$ cat config.mk
export PLATFORM = sky130hd
export DESIGN_NAME = otp_bank
export DESIGN_NICKNAME = d
export VERILOG_FILES = /design/src/rtl/otp_pkg.sv /design/src/rtl/otp_req_decode.sv /design/src/rtl/otp_lock_bank.sv /design/src/rtl/otp_word_store.sv /design/src/rtl/otp_bank.sv
export SDC_FILE = /design/constraint.sdc
export NUM_CORES = 2
export LEC_CHECK = 0
export BUFFER_PORTS_ARGS = -buffer_cell sky130_fd_sc_hd__buf_2
export CORE_ASPECT_RATIO = 0.8
export CORE_MARGIN = 1
export CORE_UTILIZATION = 40
export CTS_BUF_LIST = sky130_fd_sc_hd__clkbuf_2 sky130_fd_sc_hd__clkbuf_4 sky130_fd_sc_hd__clkbuf_8
export CTS_CLUSTER_DIAMETER = 30
export CTS_CLUSTER_SIZE = 8
export DETAILED_ROUTE_END_ITERATION = 6
export PLACE_DENSITY_LB_ADDON = 0.1
export RECOVER_POWER = 100
export SLEW_MARGIN = 20
export SYNTH_ARGS = -nofsm -noshare
export SYNTH_HDL_FRONTEND = slang
export SYNTH_HIERARCHICAL = 1
export SYNTH_SLANG_ARGS = --single-unit
export TNS_END_PERCENT = 100
$ cat constraint.sdc
create_clock -name clk -period 12.2 [get_ports clk]
set_input_delay 2.44 -clock clk [delete_from_list [all_inputs] [get_ports clk]]
set_output_delay 2.44 -clock clk [all_outputs]
set_load 0.02 [all_outputs]
$ cat src/rtl/otp_pkg.sv
package otp_pkg;

    typedef enum logic [1:0] {
        OTP_READ = 2'd0,
        OTP_PROG = 2'd1,
        OTP_LOCK = 2'd2,
        OTP_NOP  = 2'd3
    } otp_op_e;

    // Decoded actions for one request cycle
    typedef struct packed {
        logic rd;
        logic prog;
        logic lock;
        logic err;
    } otp_ctl_t;

    function automatic int unsigned width_of(input int unsigned n);
        return (n <= 2) ? 1 : $clog2(n);
    endfunction

endpackage

$ cat src/rtl/otp_req_decode.sv
module otp_req_decode
    import otp_pkg::*;
#(
    parameter int NUM_REGS     = 17,
    parameter int WPR          = 8,
    parameter int PRESET_WORDS = 4,
    parameter int IDX_W        = 5,
    parameter int OFF_W        = 3,
    parameter int ADDR_W       = 8
) (
    input  logic                 valid,
    input  logic [1:0]           op,
    input  logic [IDX_W-1:0]     reg_idx,
    input  logic [OFF_W-1:0]     word_idx,
    input  logic [NUM_REGS-1:0]  lock_vec,
    output otp_ctl_t             ctl,
    output logic                 in_range,
    output logic                 preset_hit,
    output logic [ADDR_W-1:0]    addr
);

    otp_op_e    op_e;
    logic       reg_locked;
    logic [IDX_W-1:0] safe_idx;

    always_comb begin
        op_e       = otp_op_e'(op);
        in_range   = ({1'b0, reg_idx} < (IDX_W+1)'(NUM_REGS));
        safe_idx   = in_range ? reg_idx : '0;
        reg_locked = in_range && lock_vec[safe_idx];
        preset_hit = (reg_idx == '0) && (word_idx < OFF_W'(PRESET_WORDS));
        addr       = in_range ? (ADDR_W'(reg_idx) * ADDR_W'(WPR) + ADDR_W'(word_idx)) : '0;

        ctl.rd   = valid && (op_e == OTP_READ);
        ctl.prog = valid && (op_e == OTP_PROG) && in_range && !reg_locked && !preset_hit;
        ctl.lock = valid && (op_e == OTP_LOCK) && in_range;
        ctl.err  = valid && (((op_e == OTP_PROG) && !ctl.prog) ||
                             ((op_e == OTP_LOCK) && !in_range));
    end

endmodule

$ cat src/rtl/otp_lock_bank.sv
module otp_lock_bank #(
    parameter int NUM_REGS = 17,
    parameter int IDX_W    = 5
) (
    input  logic                clk,
    input  logic                rst,
    input  logic                set_en,
    input  logic [IDX_W-1:0]    set_idx,
    output logic [NUM_REGS-1:0] lock_q
);

    for (genvar g = 0; g < NUM_REGS; g++) begin : g_lock
        always_ff @(posedge clk) begin
            if (rst) begin
                lock_q[g] <= 1'b0;
            end else if (set_en && (set_idx == IDX_W'(g))) begin
                lock_q[g] <= 1'b1;
            end
        end

        // A set lock bit stays set until reset
        assert_lock_sticky_R6: assert property (@(posedge clk) disable iff (rst)
            lock_q[g] |=> lock_q[g]);
    end

endmodule

$ cat src/rtl/otp_word_store.sv
module otp_word_store #(
    parameter int DEPTH        = 136,
    parameter int WORD_BITS    = 16,
    parameter int PRESET_WORDS = 4,
    parameter int ADDR_W       = 8,
    parameter logic [PRESET_WORDS*WORD_BITS-1:0] PRESET_ID = '0
) (
    input  logic                 clk,
    input  logic                 rst,
    input  logic                 wr_en,
    input  logic [ADDR_W-1:0]    addr,
    input  logic [WORD_BITS-1:0] wr_mask,
    input  logic                 rd_en,
    input  logic                 rd_in_range,
    output logic                 rd_valid,
    output logic [WORD_BITS-1:0] rd_data
);

    logic [WORD_BITS-1:0] mem [DEPTH];

    always_ff @(posedge clk) begin
        if (rst) begin
            for (int i = 0; i < DEPTH; i++) begin
                if (i < PRESET_WORDS) begin
                    mem[i] <= PRESET_ID[i*WORD_BITS +: WORD_BITS];
                end else begin
                    mem[i] <= '1;
                end
            end
        end else if (wr_en) begin
            mem[addr] <= mem[addr] & wr_mask;
        end
    end

    always_ff @(posedge clk) begin
        if (rst) begin
            rd_valid <= 1'b0;
            rd_data  <= '1;
        end else begin
            rd_valid <= rd_en;
            if (rd_en) begin
                rd_data <= rd_in_range ? mem[addr] : '1;
            end
        end
    end

endmodule

$ cat src/rtl/otp_bank.sv
module otp_bank
    import otp_pkg::*;
#(
    parameter int NUM_REGS  = 17,
    parameter int REG_BITS  = 128,
    parameter int WORD_BITS = 16,
    parameter logic [REG_BITS/2-1:0] PRESET_ID = 64'h5A3C_9E17_D2B4_6081,
    localparam int WPR   = REG_BITS / WORD_BITS,
    localparam int IDX_W = width_of(NUM_REGS),
    localparam int OFF_W = width_of(WPR)
) (
    input  logic                 clk,
    input  logic                 rst,
    input  logic                 req_valid,
    input  logic [1:0]           req_op,
    input  logic [IDX_W-1:0]     req_reg,
    input  logic [OFF_W-1:0]     req_word,
    input  logic [WORD_BITS-1:0] req_data,
    output logic                 rd_valid,
    output logic [WORD_BITS-1:0] rd_data,
    output logic                 op_err
);

    localparam int PRESET_WORDS = WPR / 2;
    localparam int DEPTH        = NUM_REGS * WPR;
    localparam int ADDR_W       = width_of(DEPTH);

    otp_ctl_t              ctl;
    logic                  in_range;
    logic                  preset_hit;
    logic [ADDR_W-1:0]     addr;
    logic [NUM_REGS-1:0]   lock_q;

    otp_req_decode #(
        .NUM_REGS(NUM_REGS), .WPR(WPR), .PRESET_WORDS(PRESET_WORDS),
        .IDX_W(IDX_W), .OFF_W(OFF_W), .ADDR_W(ADDR_W)
    ) u_decode (
        .valid(req_valid), .op(req_op), .reg_idx(req_reg), .word_idx(req_word),
        .lock_vec(lock_q), .ctl(ctl), .in_range(in_range),
        .preset_hit(preset_hit), .addr(addr)
    );

    otp_lock_bank #(.NUM_REGS(NUM_REGS), .IDX_W(IDX_W)) u_locks (
        .clk(clk), .rst(rst), .set_en(ctl.lock), .set_idx(req_reg), .lock_q(lock_q)
    );

    otp_word_store #(
        .DEPTH(DEPTH), .WORD_BITS(WORD_BITS), .PRESET_WORDS(PRESET_WORDS),
        .ADDR_W(ADDR_W), .PRESET_ID(PRESET_ID)
    ) u_store (
        .clk(clk), .rst(rst), .wr_en(ctl.prog), .addr(addr), .wr_mask(req_data),
        .rd_en(ctl.rd), .rd_in_range(in_range), .rd_valid(rd_valid), .rd_data(rd_data)
    );

    always_ff @(posedge clk) begin
        if (rst) begin
            op_err <= 1'b0;
        end else begin
            op_err <= ctl.err;
        end
    end

    // Writes never reach a locked register
    assert_no_prog_locked_R5: assert property (@(posedge clk) disable iff (rst)
        (ctl.prog && in_range) |-> !lock_q[req_reg]);

    // The identifier half is never written
    assert_preset_frozen_R4: assert property (@(posedge clk) disable iff (rst)
        ctl.prog |-> !((req_reg == '0) && (req_word < OFF_W'(PRESET_WORDS))));

    // Read data appears exactly one cycle after a read request
    assert_read_latency_R2: assert property (@(posedge clk) disable iff (rst)
        (req_valid && (req_op == 2'd0)) |=> rd_valid);

    // Out-of-range reads return all ones
    assert_oor_read_ones_R7: assert property (@(posedge clk) disable iff (rst)
        (req_valid && (req_op == 2'd0) && ({1'b0, req_reg} >= (IDX_W+1)'(NUM_REGS)))
        |=> (rd_data == '1));

    // Errors only follow program or lock requests
    assert_err_source_R9: assert property (@(posedge clk) disable iff (rst)
        (!req_valid || req_op == 2'd0 || req_op == 2'd3) |=> !op_err);

    // Out-of-range lock and program requests are refused
    assert_oor_refused_R8: assert property (@(posedge clk) disable iff (rst)
        (req_valid && (req_op == 2'd1 || req_op == 2'd2) &&
         ({1'b0, req_reg} >= (IDX_W+1)'(NUM_REGS))) |=> op_err);

endmodule

# Yosys cells after proc, flatten, opt, wreduce, memory -nomap -nowiden
# Memories as Yosys holds them, arrays and structs flattened.
# Cells that the tools add are included.
# word_totals
elab_cells,94
mem_bits_rw,2176
inputBits,29
out_inout_bits,18
reg_bits,35
romBits,0
latch_bits,0
mem_count,1
# memory_table
memory,words,width,read_ports,rd_clocked_by_memory_dff,write_ports,line_no,source
u_store.mem,136,16,1,0,136,otp_word_store.sv:19,logic [WORD_BITS-1:0] mem [DEPTH];
# op_classes
n_mul,0
reduce_logical,37
muxes,13
addsub,1
n_eq_ne,18
div_mod_pow,0
shift,0
bitwise,1
magnitude_cmp,3
# ops
operator,n
"5-bit by 4-bit == test with 1-bit output, second input constant",8
16-bit two-way mux,2
1-bit logical AND,29
"5-bit by 3-bit == test with 1-bit output, second input constant",4
16-bit bitwise AND,1
8-bit two-way mux,2
16-bit OR reduction,1
"5-bit by 2-bit == test with 1-bit output, second input constant",2
8-bit by 3-bit adder with 8-bit output,1
1-bit two-way mux,7
"5-bit by 6-bit < comparator with 1-bit output, second input constant",1
1-bit binary-select mux with 5-bit select,1
"5-bit by 1-bit == test with 1-bit output, second input constant",1
"5-bit == test, second input constant",1
5-bit logical NOT,1
"5-bit < comparator, second input constant",1
5-bit two-way mux,1
1-bit logical NOT,4
"3-bit < comparator, second input constant",1
"2-bit by 1-bit == test with 1-bit output, second input constant",1
"2-bit == test, second input constant",1
2-bit logical NOT,1
1-bit logical OR,1

# Logic depth before layout (Yosys ltp)
# logic_depth
ltp_word,13
ltp_mapped,18
ltp_nobuf,10

# Modules after synthesis
# Netlist, hierarchy kept.
# by_module_without_submodules
module,seq_area_each_um2,instances,cells_per_inst,area_per_inst_um2
otp_word_store,123338.3,1,10560,169931.7
otp_lock_bank,340.3,1,62,648.1
otp_req_decode,0.0,1,50,401.6
otp_bank,20.0,1,2,33.8

# Worst setup path after synthesis
# Ideal clock, no wire load.
# synth_timing
path_type,input to register
start,in req_reg[0]
end,"mem u_store.mem[136][11], data pin"
n_path_buf,6
setup_slack_ns,3.301
setup_time_ns,0.758
stages,16
arrival_time_ns,8.141
path_cell_list,buf_6 -> or4_4 -> nand2_1 -> and2_1 -> buf_4 -> buf_6 -> buf_4 -> buf_2 -> buf_2 -> mux2i_1 -> a22oi_1 -> nand3_1 -> and3_1 -> o2111ai_1 -> nor2_1 -> nor2_1
# synth_rtl
element,line_no,source
start: declaration,otp_bank.sv:16,"input logic [IDX_W-1:0] req_reg,"
end: declaration,otp_word_store.sv:19,

==> reports/metrics.cfg <==
[clock_network]
cts_made_buffers = 790
post_cts_resized = 0
clock_insertion_delay_worst_skew_ns = 1.32
postCtsHoldBufs = 0
cts_sinks = 4131
post_cts_buffers = 0
htree_levels = 6
tritoncts = built
clockBufferDepth = 4
clkTransAtPathRegs_ns = 0.05
clockRootBuffer = clkbuf_8

[synth]
async_reset_ff_share_pct = 0
seq_area_frac_synth_pct = 72.3
syn_area_mm2 = 0.171
synth-main-ff-cell = edfxtp_1
synth.net_count = 10703
synthCells = 10674
synth_warnings = 6
yosysTopAreaCellShare_pct = 71.9
synth_edf_count = 4096
syn_area_per_cell_um2 = 16.0
ys_ff_latch = 4131
yosysUniqueCellTypes = 82
netlist_top_cells_area = edfxtp_1 72%, mux4_2 7.8%, mux2i_1 5.1%
synth_top_area_cell = edfxtp_1

[placement]
dpl.hpwl_um = 356000
gp_congestion = 0.872
io_buffers = 46

[route]
via_per_inst = 5.86
drt_iter0_drc = 12605
vias = 101815
drc_errors = 5
wl_per_cell_um = 33.3
drt_wl_total_um = 578000
drtPass1Iterations = 6
ant_nets = 0

[setup_path]
crit_required_ns = 13.16
crit_buf_inv = 4
worstSetupPathType = in -> reg
end_kind = flop
critical_path.top_delay_family = simple AND/OR/NAND/NOR gates
cp_cell_sequence = clkbuf_1 > or4_1 > nand2_1 > and2_0 > buf_12 > buf_12 > nor2_1 > nand3_1 > clkbuf_1 > nor2_1 > or2_2
worst_setup_path_start_kind = primary input
cp.arrival_ns = 11.25
critPathMaxStageDelay_ns = 1.74
cp_max_fo = 64
slowest_stage = clkbuf_1

[floorplan]
initial_core_util_pct = 40.2
die_h_um = 587
fp.coreArea_mm2 = 0.425
rows = 214
die_width_um = 733
die-area_mm2 = 0.430
ioPinCount = 47

[layout]
multiInputGateArea_mm2 = 0.0429
register_area_mm2 = 0.124
synthToLayoutAreaGrowth_pct = 13.2
nFillCells = 37327
fin_nets = 11125
postLayoutCoreUtil_pct = 45.5
drive_gt1_share_pct = 18.9

[hold_path]
hold_class = reg -> reg

[timing]
rsz0062_at_grt = false
period_needed_ns = 10.29
fin_skew_ns = 0.0836
finalSetupViolations = 0
worst_slew_pin_slew_ns = 2.81
timing.slew.headroom_pct = -88.2
slew_violations = 2025
period_share_pct = 84.4
setup_tns_ns = 0
hold_viol = 0
fmax_mhz = 97.2

[grt]
grt_pass1_vias = 98932
grt_remaining_overflow = 0
grt_max_degree = 121
grt_use_total_pct = 26.2
antenna_found_initial = 47
grt_pass1_wl_um = 794000

[flow_run]
cap_violations = 121

[power]
power_density_mw_per_mm2 = 166
leakage_uw = 0.0529
max-vdd-ir-drop_mv = 0.146

[outcome]
violations = DRC, capacitance limit, slew limit
status = finished, violations left

[layout by cell type (no fill, tap or decap), types with 44 or more instances in the layout]
master      instances
a221oi_1           57
a22oi_1           482
buf_4             175
bufinv_16          72
clkbuf_1          270
clkbuf_4          149
clkbuf_8          808
clkinv_1          155
clkinv_2          128
clkinvlp_4         70
edfxtp_1         4096
mux2i_1           872
mux4_2            591
nand2_1          2156
nand3_1           461
nand4_1           108
nor2_1            322
o211ai_1           44
o21ai_0            59
or2_0             129
[metal layers]
layer | global-route usage, % | vias to the layer above | share of wire, %
met5 | 0 | - | 0.0093
met1 | 38.4 | 53820 | 43
met2 | 38.5 | 5073 | 44
met3 | 6.12 | 879 | 9.7
met4 | 8.40 | 8 | 3.3
li1 | - | 42035 | -
[area by class of cell]
| cell class | instances | area share [%] |
|---|---|---|
| antenna | 28 | 0.0362 |
| tap | 5616 | 3.63 |
| sequential | 4131 | 63.9 |
| timing repair buffer | 507 | 1.62 |
| multi-input combinational | 5637 | 22.2 |
| inverter | 29 | 0.0692 |
| clock buffer | 957 | 6.32 |
| clock inverter | 466 | 2.24 |
[synth_stat cells (63+ instances only)]
master	count
a22oi_1	482
buf_1	63
buf_2	321
buf_4	102
buf_6	73
clkbuf_1	318
edfxtp_1	4096
mux2i_1	873
mux4_2	591
nand2_1	2158
nand3_1	462
nand4_1	108
nor2_1	348
or2_2	138
[where the power goes]
part | leakage [uW] | internal (uW) | switching (uW)
clock | 0.00847 | 8190 | 6210
combinational | 0.0115 | 411 | 1550
sequential | 0.0329 | 15800 | 12.2
[registers in the layout, indices dropped and copies added (netlist names)]
name,count
u_store/mem,4096
u_locks/lock_q,17
u_store/rd_valid,1
op_err,1
u_store/rd_data,16
[stage by stage]
step / total power, uW / cell area, um2 / setup slack [ns] / std cells / hold WS (ns)
final: 32100 / 194000 / 1.91 / 17371 / 0.471
after global routing: 33000 / 194000 / 1.85 / 17355 / 0.503
after CTS: 32400 / 195000 / 3.86 / 17343 / 0.471
after detailed placement: 18000 / 178000 / 2.46 / 15920 / 0.465
after global placement: 18000 / 178000 / 2.60 / 15918 / 0.460
after floorplan: 17200 / 171000 / 3.30 / 10674 / 0.446
[worst paths after layout]
| path | from | endpoint | slack, ns | depth (start not counted) |
|---|---|---|---|---|
| worst min register to register | u_locks/lock_q[2] | u_locks/lock_q[2] | 0.47 | 2 |
| worst min-delay path | u_locks/lock_q[2] | u_locks/lock_q[2] | 0.47 | 2 |
| worst max register to register | u_locks/lock_q[14] | u_store/mem[70][5] | 4.99 | 11 |
| worst max-delay path | req_reg[0] | u_store/mem[128][8] | 1.91 | 11 |
[kinds of logic after synthesis]
| logic type | after synthesis | synth area share, % |
|---|---|---|
| compound gates | 788 | 3.52 |
| simple gates | 3383 | 8.47 |
| buf+inv | 906 | 2.77 |
| flops | 4131 | 72.3 |
| xor+xnor | 1 | 0.00512 |
| mux | 1465 | 12.9 |
[worst register-to-register path: cells and delay by family (launching register included)]
| kind | cells | cell delay [ns] |
|---|---|---|
| DFF | 1 | 0.32 |
| and+or+nand+nor | 6 | 4.42 |
| AOI/OAI and AO/OA | 2 | 0.57 |
| muxes | 1 | 0.27 |
| buffers and inverters | 2 | 1.23 |
(Power assumes the default switching activity.)
